===== config.mk =====
export PLATFORM = sky130hd
export DESIGN_NAME = grp_num_decoder
export DESIGN_NICKNAME = d
export VERILOG_FILES = /design/src/rtl/grp_num_decoder.sv
export SDC_FILE = /design/constraint.sdc
export NUM_CORES = 1
export LEC_CHECK = 0
export CAP_MARGIN = 5
export CORE_ASPECT_RATIO = 0.5
export CORE_MARGIN = 2
export CORE_UTILIZATION = 37
export DETAILED_ROUTE_END_ITERATION = 6
export SYNTH_ARGS = -nofsm -noshare
export SYNTH_HDL_FRONTEND = slang
export SYNTH_SLANG_ARGS = --single-unit

===== constraint.sdc =====
create_clock -name clk -period 0.9 [get_ports clk]
set_clock_uncertainty 0.05 [all_clocks]
set_input_delay 0.18 -clock clk [delete_from_list [all_inputs] [get_ports clk]]
set_output_delay 0.18 -clock clk [all_outputs]
set_load 0.02 [all_outputs]

===== src/rtl/grp_num_decoder.sv =====
module grp_num_decoder #(
  parameter int N_IN = 8,
  localparam int IW = (N_IN > 1) ? $clog2(N_IN) : 1
) (
  input  logic            clk,
  input  logic            rst_n,
  input  logic            start,
  input  logic [N_IN-1:0] din,
  input  logic [8*IW-1:0] idx_map,
  input  logic [1:0]      fmt,
  input  logic            irq_en,
  output logic [7:0]      result,
  output logic            err,
  output logic            done,
  output logic            irq
);

  logic [7:0] word;
  logic [3:0] hi, lo;
  logic [2:0] oh_pos;
  logic [3:0] oh_cnt;
  logic [7:0] nxt_val;
  logic       nxt_err;

  always_comb begin
    for (int b = 0; b < 8; b++)
      word[b] = din[idx_map[b*IW +: IW]];
  end

  assign hi = word[7:4];
  assign lo = word[3:0];

  always_comb begin
    oh_pos = '0;
    oh_cnt = '0;
    for (int b = 0; b < 8; b++) begin
      if (word[b]) begin
        oh_pos = 3'(b);
        oh_cnt = oh_cnt + 4'd1;
      end
    end
  end

  always_comb begin
    nxt_val = '0;
    nxt_err = 1'b0;
    unique case (fmt)
      2'd0: begin
        if (hi > 4'd9 || lo > 4'd9) nxt_err = 1'b1;
        else nxt_val = 8'({hi, 3'b000}) + 8'({hi, 1'b0}) + 8'(lo);
      end
      2'd1: begin
        if (oh_cnt != 4'd1) nxt_err = 1'b1;
        else nxt_val = 8'(oh_pos);
      end
      2'd2: nxt_val = word;
      default: nxt_err = 1'b1;
    endcase
  end

  always_ff @(posedge clk or negedge rst_n) begin
    if (!rst_n) begin
      result <= '0;
      err    <= 1'b0;
      done   <= 1'b0;
      irq    <= 1'b0;
    end else begin
      done <= start;
      irq  <= start & irq_en;
      if (start) begin
        result <= nxt_val;
        err    <= nxt_err;
      end
    end
  end

endmodule


Yosys cells after proc, flatten, opt, wreduce, memory -nomap -nowiden
Cells that the tools add are included.

Register bits: 11. Word-level logic and storage cells: 66. Input port bits: 38. Output and inout port bits: 11.

Bitwise operators: 1. Eq/ne operators: 3. Mux-type cells: 37. Reductions and logical operators: 2. Add/sub/neg operators: 9. $lt $le $gt $ge: 10.

Operators by type and width (number): < comparator 3 x 4 -> 1 bit (second input constant) (8); adder 4 x 1 -> 4 bit (second input constant) (7); two-way mux 4 bit (7); binary-select mux 1 bit (select 3 bit) (8); case mux 8 bit (3 select lines) (1); two-way mux 3 bit (7); two-way mux 1 bit (12); adder 7 x 5 -> 8 bit (1); adder 8 x 4 -> 8 bit (1); greater-than comparator 4 bit (second input constant) (2); two-way mux 8 bit (1); inequality test 4 x 1 -> 1 bit (second input constant) (1); case mux 1 bit (3 select lines) (1); == test 2 x 1 -> 1 bit (second input constant) (1); == test 2 bit (second input constant) (1); zero test 2 bit (1); bitwise AND 1 bit (1); logical OR 1 bit (1).

Longest topological paths before layout
Gate-level depths: netlist (run 1).

Depth in word-level cells: 20. Gate-level depth with buffers: 23. Depth with buffers taken out: 23.

Least setup slack after synthesis (run 1)
OpenSTA, ideal clock, no wires.

Path type: input -> register. From: input idx_map[3]. To: register err. Cell stages on the path: 21. Path buffers: 0. Required time: 730 ps. Path slack: -3990 ps. Setup time: 120 ps. Arrival: 4720 ps. Cell sequence: mux4_2 > mux2i_1 > ha_1 > a21bo_2 > nand2_1 > ha_1 > nand2_1 > o31ai_1 > ha_1 > nand2_1 > nand2_1 > ha_1 > a221oi_1 > inv_1 > ha_1 > nand2_1 > xnor3_1 > a2111oi_0 > a21oi_1 > a211o_1 > a31o_1.

Cells in the longest elaborated chain, start to end: 18. Elaborated cells between the ends (all ways): 21. Those cells by class: add/sub: 6; order compare: 1; eq/ne: 1; mux: 12; reduce/logical: 1.

Ends and longest elaborated chain: start, declared (line 9) `input logic [8*IW-1:0] idx_map,`; binary-select mux 1 bit (select 3 bit) * (line 27) `word[b] = din[idx_map[b*IW +: IW]];`; two-way mux 1 bit (not written as such) * (line 27); two-way mux 4 bit (line 37) `if (word[b]) begin`; adder 4 x 1 -> 4 bit (line 39) `oh_cnt = oh_cnt + 4'd1;`; two-way mux 4 bit (line 37); adder 4 x 1 -> 4 bit (line 39); two-way mux 4 bit (line 37); adder 4 x 1 -> 4 bit (line 39); [2 not listed]; two-way mux 4 bit (line 37); adder 4 x 1 -> 4 bit (line 39); two-way mux 4 bit (line 37); adder 4 x 1 -> 4 bit (line 39); two-way mux 4 bit (line 37); inequality test 4 x 1 -> 1 bit (line 53) `if (oh_cnt != 4'd1) nxt_err = 1'b1;`; two-way mux 1 bit (line 53); case mux 1 bit (3 select lines) * (line 47) `unique case (fmt)`; end signal, assigned (line 72) `err <= nxt_err;`; end, declared (line 13) `output logic err,`.

Mark *: on every way between the ends. The rest lies on a longest branch, timed or not. The select of a mux whose other input is x is not followed. A chain may end at the register's enable or synchronous reset.

Final worst setup path (run 1)
From: input idx_map[0]. To: register err.

Cells in the longest elaborated chain, start to end: 20. Elaborated cells between the ends (all ways): 23. Those cells by class: add/sub: 7; order compare: 1; eq/ne: 1; mux: 13; reduce/logical: 1.

Ends and longest elaborated chain (line): binary-select mux 1 bit (select 3 bit) * (27); two-way mux 1 bit (not written as such) * (27); two-way mux 1 bit (37); adder 4 x 1 -> 4 bit (39); two-way mux 4 bit (37); adder 4 x 1 -> 4 bit (39); two-way mux 4 bit (37); adder 4 x 1 -> 4 bit (39); [4 not listed]; two-way mux 4 bit (37); adder 4 x 1 -> 4 bit (39); two-way mux 4 bit (37); adder 4 x 1 -> 4 bit (39); two-way mux 4 bit (37); inequality test 4 x 1 -> 1 bit (53); two-way mux 1 bit (53); case mux 1 bit (3 select lines) * (47).

Marks and branches as above.

==> results of run 1 <==
## state kept, by name (all words and copies together), names as in the netlist
register	flops
done	1
err	1
irq	1
result	8
## repair_timing
item,in CTS,in global routing
cloned,1,0
setup endpoints to repair,22,20
pin swaps,21,20
gates resized for setup,159,12
setup buffers,12,2
## synth_stat cells (all sizes together), types with 4 or more instances
| cell type | instances |
|---|---|
| nand2 | 18 |
| ha | 15 |
| nor2 | 15 |
| a21oi | 14 |
| mux4 | 14 |
| dfrtp | 11 |
| o21ai | 11 |
| mux2i | 9 |
| inv | 7 |
| xnor2 | 7 |
| a22oi | 6 |
| mux2 | 4 |
| nor2b | 4 |
## kinds of logic (layout without fill, tap and decap cells)
group / after synthesis / count (layout) / share of synthesized area [%]
buffers and inverters: 12 / 141 / 2.749
AOI/OAI and AO/OA: 49 / 49 / 19.18
DFF: 11 / 11 / 15.92
muxes: 27 / 27 / 26.99
and+or+nand+nor: 49 / 49 / 13.39
adders and majority gates: 17 / 17 / 13.17
xor gates and xnor gates: 12 / 12 / 8.611
## layout by cell type (no fill, tap or decap), types with 3 or more instances in the layout
cell and count:
nor2_1 13, a21oi_1 10, clkbuf_8 3, dfrtp_1 11
clkdlybuf4s15_2 3, o21ai_2 3, dlygate4sd2_1 7, buf_6 24
inv_1 4, clkdlybuf4s50_1 16, a22oi_1 6, mux4_2 14
ha_4 7, buf_2 5, ha_1 6, nand2_4 3
o21ai_0 7, mux2_4 4, mux2i_4 4, buf_4 72
nand2_1 14, nor2b_1 4, xnor2_1 7, a21oi_2 4
mux2i_1 4
## worst max-delay path by stage
| stage | startpoint | endpoint |
|---|---|---|
| after global placement | idx_map[0] | err$_DFFE_PN0P_ |
| after detailed placement | idx_map[0] | err$_DFFE_PN0P_ |
| after floorplan | idx_map[0] | err$_DFFE_PN0P_ |
| final | idx_map[0] | err$_DFFE_PN0P_ |
| after global routing | idx_map[0] | err$_DFFE_PN0P_ |
| after CTS | idx_map[0] | err$_DFFE_PN0P_ |
## power by group
group | switching [W] | internal [W]
sequential | 0.0000501 | 0.000567
clock | 0.000185 | 0.000311
combinational | 0.00206 | 0.00272
total | 0.00229 | 0.00360
## per-layer routing
layer / global-route usage, % / vias to the layer above / part of all wire (%)
met1: 24.63 / 948 / 43
met3: 2.267 / 11 / 5.2
met4: 7.306 / 0 / 1.9
li1: - / 935 / -
met5: 0 / - / 0
met2: 42.89 / 75 / 50
## stage by stage
step | hold slack [ns] | TNS (ns) | utilization [%]
2_1_floorplan | -0.1656 | -22.91 | -
3_3_place_gp | 0.4674 | -32.66 | 65.21
3_5_place_dp | 0.4676 | -33.51 | 65.21
4_1_cts | 0.2199 | -24.83 | 71.46
5_1_grt | 0.2221 | -25.93 | 72.76
6_report | 0.2185 | -24.53 | 72.76
## area by class of cell
class,count,area (µm²),share of cell area (%)
repair buffers,129,1126,34.82
well taps,57,71.32,2.205
clock buffers,4,45.04,1.393
inverters,8,33.78,1.044
multi-input cells,154,1683,52.03
flip-flops and latches,11,275.3,8.511
==> run metrics, run 1 <==
vias in the first global route=2045; TritonCTS clock tree=built; total track usage=21.64%; warnings from Yosys=0; Post-DP Area=approximately 2900 µm²; clock root buffer=clkbuf_8; Worst path depth=25; Final Cycle Share=489.2%; Post-DRT Antenna Nets=0; grt total ovfl=0; Buf/Inv on CP=4; synthesis-to-finish area growth=87.05%; core footprint=roughly 4400 µm²; DR vias=1969; Worst Path Max Fanout=3; Buffers on Ports=48; failing checks=setup timing; CP startpoint kind=primary input; Ant. Diodes=0; R2R Path Start=result[1]$_DFFE_PN0P_; setup slack after layout=-3.503 ns; Most common cell on crit path=ha_4; delay-heaviest family, CP=adder cells; Final setup viols=20; pre-CTS WS=-4.483 ns; Total Wirelength=5568 µm; Crit Reg-Reg Endpoint=result[1]$_DFFE_PN0P_; peak supply drop=1050 µV; Setup Crit Path Kind=in -> reg; Post-layout nets=362; fin cells=363; Yosys reg bits=11; GP Congestion=0.8514; I/O pins=49; largest area contributor in the netlist=mux4_2; synth top area cells=mux4_2 18%, dfrtp_1 16%, ha_1 11%, a21oi_1 4.1%, mux2i_1 4.1%; placed cell count=344; post-layout min period=4.403 ns; P_leak=1.439 nW; Synth cell types=49; syn_nets=between 200 and 250; cell count after synthesis=around 180; CTS Buf Count=3; cell area after synthesis=1729 µm²; Layout fillers=333; outcome=finished with violations; # H-tree levels=1; row count=17; Die Height=between 50 and 60 µm; actual slew at the worst max-slew pin=0.4983 ns; CP peak stage delay=a little under 0.5 ns; Post-DP HPWL=4375 µm; # clock sinks=11; Post-Syn Area per Cell=9.769 µm²; HP Class=in -> async; Vias/cell=5.424; die area=5270 µm²; RSZ-0062 raised after global routing=yes; Starting Density=38.90%; asr flop ratio synth=100.0%; Clock Latency Late Sink=between 0.2 and 0.25 ns; r2r worst-path depth=3; Post-synth EDFFs=0; largest net degree at the start of global routing=12; fmax=between 200 and 250 MHz; crit path DAT=about 4.5 ns; DR WL/cell=about 15 µm; Slowest-stage cell, CP=mux4_2; die width=100.7 µm; Power, Total=0.005894 W; relative slew slack=66.47%; antenna violations before repair=0; Hold Fails Final Rpt=0; Iter 0 DRT Violations=65; Crit path required time=just under 1 ns; Worst-path clk slew=0.05 ns; CTS hold repair buffers=0; setup slack, reg-to-reg=-0.12 ns; DRC errors left=0; pins over their slew limit=0; Max clock buf depth=2; sequential share of the synthesized area=15.92%; Synth Flop Type=dfrtp_1; final instance area=3234 µm²; MaxCap Viol Count=0; global-route wire length before repair=8907 µm; CP Capture Type=flop; Yosys top cell area share=18.23%; P per Cell Area=roughly 1800 nW/µm²; share of layout cells above drive strength 1=roughly 56%; Pre-antenna DRT Iters=4
(Power assumes the default switching activity.)
==> inputs of run 2 (changes only) <==
--- a/config.mk
+++ b/config.mk
@@ -10,6 +10,7 @@
 export CORE_MARGIN = 2
 export CORE_UTILIZATION = 37
 export DETAILED_ROUTE_END_ITERATION = 6
+export GPL_TIMING_DRIVEN = 0
 export SYNTH_ARGS = -nofsm -noshare
 export SYNTH_HDL_FRONTEND = slang
 export SYNTH_SLANG_ARGS = --single-unit
==> run 2 against run 1 <==
Effect of this change: the run still ends with setup timing left; cell count shrank 5.0%; via count grew 0.71%; register-to-register slack lost 0.02 ns; total power grew 11%; sequential cell count is the same; fmax shrank 3.7%; sequential share of layout area shrank 0.056 points; largest power group unchanged; highest routed layer unchanged.
==> run metrics, run 2 (synthesis gave the netlist of run 1 again) <==
outcome=finished with violations (unchanged); failing checks=setup timing (unchanged); core footprint=4446 µm² (unchanged); DR vias=1983 (was 1969); Largest register FFs=8 (unchanged); CP startpoint kind=primary input (unchanged); peak supply drop=1260 µV (was 1050 µV); # clock sinks=11 (unchanged); MaxCap Viol Count=0 (unchanged); Max clock buf depth=2 (unchanged); Worst Path Max Fanout=8 (was 3); CP Capture Type=flop (unchanged); Starting Density=38.90% (unchanged); Die Height=52.34 µm (unchanged); Post-DP HPWL=3576 µm (was 4375 µm); actual slew at the worst max-slew pin=0.8991 ns (was 0.4983 ns); Final setup viols=20 (unchanged); total track usage=23.64% (was 21.64%); DR WL/cell=18.16 µm (was 15.34 µm); antenna violations before repair=0 (unchanged); clock root buffer=clkbuf_8 (unchanged); largest net degree at the start of global routing=12 (unchanged); Total Wirelength=6266 µm (was 5568 µm); RSZ-0062 raised after global routing=yes (unchanged); Final Cycle Share=508.3% (was 489.2%); HP Class=in -> reg (was in -> async); P per Cell Area=2008 nW/µm² (was 1822 nW/µm²); row count=17 (unchanged); Clock Latency Late Sink=0.23 ns (was 0.24 ns); pins over their slew limit=0 (unchanged); Ant. Diodes=0 (unchanged); share of layout cells above drive strength 1=54.17% (was 55.56%); vias in the first global route=2017 (was 2045); post-layout min period=4.574 ns (was 4.403 ns); CTS Buf Count=3 (unchanged); global-route wire length before repair=9618 µm (was 8907 µm); placed cell count=282 (was 344); Iter 0 DRT Violations=146 (was 65); Setup Crit Path Kind=in -> reg (unchanged); die area=5270 µm² (unchanged); synthesis-to-finish area growth=88.28% (was 87.05%); DRC errors left=0 (unchanged); # H-tree levels=1 (unchanged); grt total ovfl=0 (unchanged); Buffers on Ports=48 (unchanged); Crit path required time=1.01 ns (was 0.98 ns); TritonCTS clock tree=built (unchanged); fmax=218.6 MHz (was 227.1 MHz); crit path DAT=4.68 ns (was 4.48 ns); GP Congestion=0.8322 (was 0.8514); Hold Fails Final Rpt=0 (unchanged); Worst-path clk slew=0.05 ns (about the same); relative slew slack=39.95% (was 66.47%); Vias/cell=5.748 (was 5.424); Post-layout nets=344 (was 362); setup slack after layout=-3.674 ns (was -3.503 ns); P_leak=1.394 nW (was 1.439 nW); Post-DRT Antenna Nets=0 (unchanged); die width=100.7 µm (unchanged); most frequent cells in the layout=48 x buf_4, 23 x buf_6, 16 x clkdlybuf4s50_1 (was 72 x buf_4, 24 x buf_6, 16 x clkdlybuf4s50_1); Biggest register=result (unchanged); fin util=73.23% (was 72.76%); leading cell type in the layout, fill and taps excluded=buf_4 (unchanged); I/O pins=49 (unchanged); CTS hold repair buffers=0 (unchanged); Pre-antenna DRT Iters=4 (unchanged); fin cells=345 (was 363)
==> run 2: through the flow <==
step                power [W]  area, µm²  hold WS [ns]  worst slack [ns]  TNS, ns
global placement     0.003471       2416        0.4538            -4.667   -34.89
detailed placement   0.003528       2416        0.4559            -4.696   -35.35
CTS                  0.005699       3144        0.1520            -3.597   -25.06
finish               0.006538       3256        0.1268            -3.674   -25.26
global route         0.006935       3256        0.1302            -3.791   -26.61
floorplan            0.002778       1864       -0.1656            -3.708   -22.91
==> run 2: final cells by class <==
class	count	area [µm²]
multi-input cells	154	1762
fillers	317	1190
repair buffers	107	1015
flip-flops and latches	11	275.3
well taps	57	71.32
plain buffers	4	47.55
clock buffers	4	45.04
inverters	8	40.04
==> run 2: final timing paths <==
check	start	end	slack, ns	cells after the start
max in group asynchronous	rst_n	result[4]$_DFFE_PN0P_	0.26	1
worst max-delay path	din[7]	result[2]$_DFFE_PN0P_	-3.67	25
worst max register to register	result[2]$_DFFE_PN0P_	result[2]$_DFFE_PN0P_	-0.14	3
min in group asynchronous	rst_n	result[7]$_DFFE_PN0P_	0.22	1
worst min-delay path	start	done$_DFF_PN0_	0.13	1
worst min register to register	result[3]$_DFFE_PN0P_	result[3]$_DFFE_PN0P_	0.49	2
==> run 2: what timing repair did <==
action / 4_1_cts / 5_1_grt
buffers inserted: 58 / 4
pin swaps: 24 / 23
endpoints found under the setup margin: 21 / 21
cloned: 2 / 0
resized for setup: 190 / 20
hold endpoints to repair: 0 / 0
==> run 2: layer usage <==
| metal | vias up | share of wire, % | track usage (%) |
|---|---|---|---|
| li1 | 908 | - | - |
| met1 | 953 | 43 | 29.50 |
| met2 | 104 | 48 | 43.00 |
| met3 | 18 | 6.6 | 2.800 |
| met4 | 0 | 2.7 | 8.219 |
| met5 | - | 0 | 0 |
==> run 2: power by group <==
group | internal [W] | switching [W]
clock | 0.000309 | 0.000167
combinational | 0.00302 | 0.00242
sequential | 0.000568 | 0.0000496
total | 0.00390 | 0.00264
==> run 2: worst max-delay path: stages <==
cell and delay (ns):
buf_6 0.11, mux4_2 0.46, mux2_4 0.30, inv_4 0.07
ha_4 0.21, nand3b_1 0.25, buf_4 0.19, and3_4 0.14
or2_4 0.23, ha_4 0.28, nand2_4 0.06, nand2_4 0.07
ha_4 0.20, a221oi_4 0.33, inv_2 0.07, ha_4 0.28
nor2_4 0.04, a21oi_4 0.14, ha_4 0.17, buf_6 0.10
o2bb2ai_2 0.09, a32oi_1 0.09, a211o_1 0.33, buf_6 0.15
o21ai_2 0.12
==> inputs of run 3 (changes only) <==
--- a/config.mk
+++ b/config.mk
@@ -10,7 +10,9 @@
 export CORE_MARGIN = 2
 export CORE_UTILIZATION = 37
 export DETAILED_ROUTE_END_ITERATION = 6
+export DONT_BUFFER_PORTS = 1
 export GPL_TIMING_DRIVEN = 0
+export MAX_ROUTING_LAYER = met4
 export SYNTH_ARGS = -nofsm -noshare
 export SYNTH_HDL_FRONTEND = slang
 export SYNTH_SLANG_ARGS = --single-unit
==> run 3 against run 2 <==
Effect of this change: the flow still finishes with violations (setup timing); critical path depth down 2; clock power up 3%; design area down 29%; register-to-register slack better by 0.08 ns; setup slack better by 0.098 ns; sequential share of layout area up 3.9 points; total power down 25%; sequential power up 16%; non-clock buffer count down 84; via count down 22%; first-iteration DRC count down 70%; sequential cell count unchanged; highest routed layer unchanged.
==> run metrics, run 3 (synthesis gave the netlist of run 1 again) <==
Post-DRT Antenna Nets=0 (unchanged); delay-heaviest family, CP=adder cells (unchanged); crit path DAT=4.55 ns (was 4.68 ns); RSZ-0062 raised after global routing=yes (unchanged); peak supply drop=917.2 µV (was 1260 µV); Worst-path clk slew=0.05 ns (about the same); Post-DP Area=1936 µm² (was 2416 µm²); Clock Latency Late Sink=0.23 ns (about the same); Final Cycle Share=497.3% (was 508.3%); leading cell type in the layout, fill and taps excluded=buf_4 (unchanged); relative slew slack=40.58% (was 39.95%); post-layout min period=4.476 ns (was 4.574 ns); DRC errors left=0 (unchanged); Final setup viols=20 (unchanged); Biggest register=result (unchanged); Starting Density=38.90% (unchanged); # clock sinks=11 (unchanged); final instance area=2323 µm² (was 3256 µm²); HP Class=in -> reg (unchanged); Slowest-stage cell, CP=mux4_2 (unchanged); Iter 0 DRT Violations=44 (was 146); # H-tree levels=1 (unchanged); Setup Crit Path Kind=in -> reg (unchanged); pins over their slew limit=0 (unchanged); die width=100.7 µm (unchanged); Largest register FFs=8 (unchanged); outcome=finished with violations (unchanged); P_leak=0.8991 nW (was 1.394 nW); Crit path required time=0.97 ns (was 1.01 ns); row count=17 (unchanged); Pre-antenna DRT Iters=4 (unchanged); Layout fillers=391 (was 317); synthesis-to-finish area growth=34.37% (was 88.28%); grt total ovfl=0 (unchanged); TritonCTS clock tree=built (unchanged); Max clock buf depth=2 (unchanged); Worst Path Max Fanout=4 (was 8); crit path cell chain=mux4_2 -> mux2_4 -> inv_4 -> ha_4 -> nand3b_1 -> nand2_2 -> ha_4 -> nand2_4 -> o31ai_4 -> ha_1 -> nand2_2 -> nand2_2 -> ha_4 -> a221oi_4 -> inv_2 -> ha_4 -> nor2_4 -> a21oi_2 -> ha_4 -> a2111oi_4 -> a21oi_2 -> a211o_1 -> a31o_1; MaxCap Viol Count=0 (unchanged); CP startpoint kind=primary input (unchanged); Post-DP HPWL=3443 µm (was 3576 µm); Buffers on Ports=0 (was 48); core footprint=4446 µm² (unchanged); Hold Fails Final Rpt=0 (unchanged); GP Congestion=0.8335 (was 0.8322); P per Cell Area=2098 nW/µm² (was 2008 nW/µm²); setup slack after layout=-3.576 ns (was -3.674 ns); Most common cell on crit path=ha_4 (unchanged); failing checks=setup timing (unchanged); actual slew at the worst max-slew pin=0.8896 ns (was 0.8991 ns); Buf/Inv on CP=2 (was 6); largest net degree at the start of global routing=12 (unchanged); DR vias=1547 (was 1983); Ant. Diodes=0 (unchanged); Post-layout nets=260 (was 344); fmax=223.4 MHz (was 218.6 MHz); vias in the first global route=1629 (was 2017); most frequent cells in the layout=18 x buf_4, 14 x nand2_1, 14 x nor2_1, 14 x mux4_2, 10 x dfrtp_2 (was 48 x buf_4, 23 x buf_6, 16 x clkdlybuf4s50_1); total track usage=18.20% (was 23.64%); Die Height=52.34 µm (unchanged); I/O pins=49 (unchanged); Vias/cell=5.927 (was 5.748); clock root buffer=clkbuf_8 (unchanged); fin util=52.27% (was 73.23%); share of layout cells above drive strength 1=48.04% (was 54.17%); antenna violations before repair=0 (unchanged); global-route wire length before repair=7431 µm (was 9618 µm); CP Capture Type=flop (unchanged); Total Wirelength=4599 µm (was 6266 µm); CP peak stage delay=0.46 ns (about the same); die area=5270 µm² (unchanged); CTS Buf Count=3 (unchanged); DR WL/cell=17.62 µm (was 18.16 µm)
==> run 3: changes by cell type in the layout (fill, tap and decap cells not counted), moves of 2 or more <==
cell / before / now
nand2_4: 4 / 1
clkbuf_8: 5 / 3
nand2_2: 0 / 3
buf_8: 8 / 1
buf_2: 3 / 1
dlygate4sd2_1: 8 / 0
dlygate4sd3_1: 0 / 2
buf_6: 23 / 3
dfrtp_1: 11 / 1
buf_4: 48 / 18
dfrtp_2: 0 / 10
clkdlybuf4s50_1: 16 / 0
==> run 3: report_power, final <==
part / internal (W) / switching, W
clock: 0.000311 / 0.000180
sequential: 0.000579 / 0.000139
combinational: 0.00198 / 0.00169
==> run 3: per-layer routing <==
| layer | routed length [µm] | global-route usage [%] | vias up |
|---|---|---|---|
| li1 | - | - | 729 |
| met1 | 2135 | 23.64 | 769 |
| met2 | 2216 | 31.78 | 47 |
| met3 | 241 | 2.800 | 2 |
| met4 | 6 | 1.598 | 0 |
| met5 | 0 | - | - |
==> run 3: per-stage QoR <==
step	std cells	total power (W)	hold slack (ns)	worst slack [ns]	TNS, ns
after floorplan	177	0.002778	-0.1656	-3.708	-22.91
final	261	0.004876	0.03362	-3.576	-23.41
after CTS	256	0.004354	0.02519	-3.523	-23.43
after global placement	234	0.003084	-0.1654	-4.082	-26.32
after detailed placement	234	0.003166	-0.1653	-4.145	-26.49
after global routing	261	0.005230	0.03528	-3.768	-25.12
==> run 3: layout make-up <==
cell class / instances / area, µm² / share of cell area [%]
Multi-Input combinational cell: 154 / 1668 / 71.78
Sequential cell: 11 / 287.8 / 12.39
Timing Repair Buffer: 23 / 188.9 / 8.131
Tap cell: 57 / 71.32 / 3.069
Clock buffer: 4 / 45.04 / 1.939
Inverter: 8 / 33.78 / 1.454
Buffer: 4 / 28.78 / 1.239
==> run 3: final timing paths <==
| check | slack [ns] | cells after the start | from | end |
|---|---|---|---|---|
| hold reg to reg | 0.56 | 2 | result[2]$_DFFE_PN0P_ | result[2]$_DFFE_PN0P_ |
| hold / removal | 0.03 | 1 | irq_en | irq$_DFF_PN0_ |
| setup / recovery | -3.58 | 23 | idx_map[0] | err$_DFFE_PN0P_ |
| min in group asynchronous | 0.30 | 1 | rst_n | err$_DFFE_PN0P_ |
| setup reg to reg | -0.06 | 2 | err$_DFFE_PN0P_ | err$_DFFE_PN0P_ |
| max in group asynchronous | 0.14 | 1 | rst_n | result[1]$_DFFE_PN0P_ |
==> run 3: what timing repair did <==
action                                 CTS  global route
hold buffers                             2             0
resized for setup                       23            16
setup endpoints to repair               20            20
pin swaps                               12            17
endpoints found under the hold margin   12             0
gates cloned                             0             0
setup buffers                           16             5
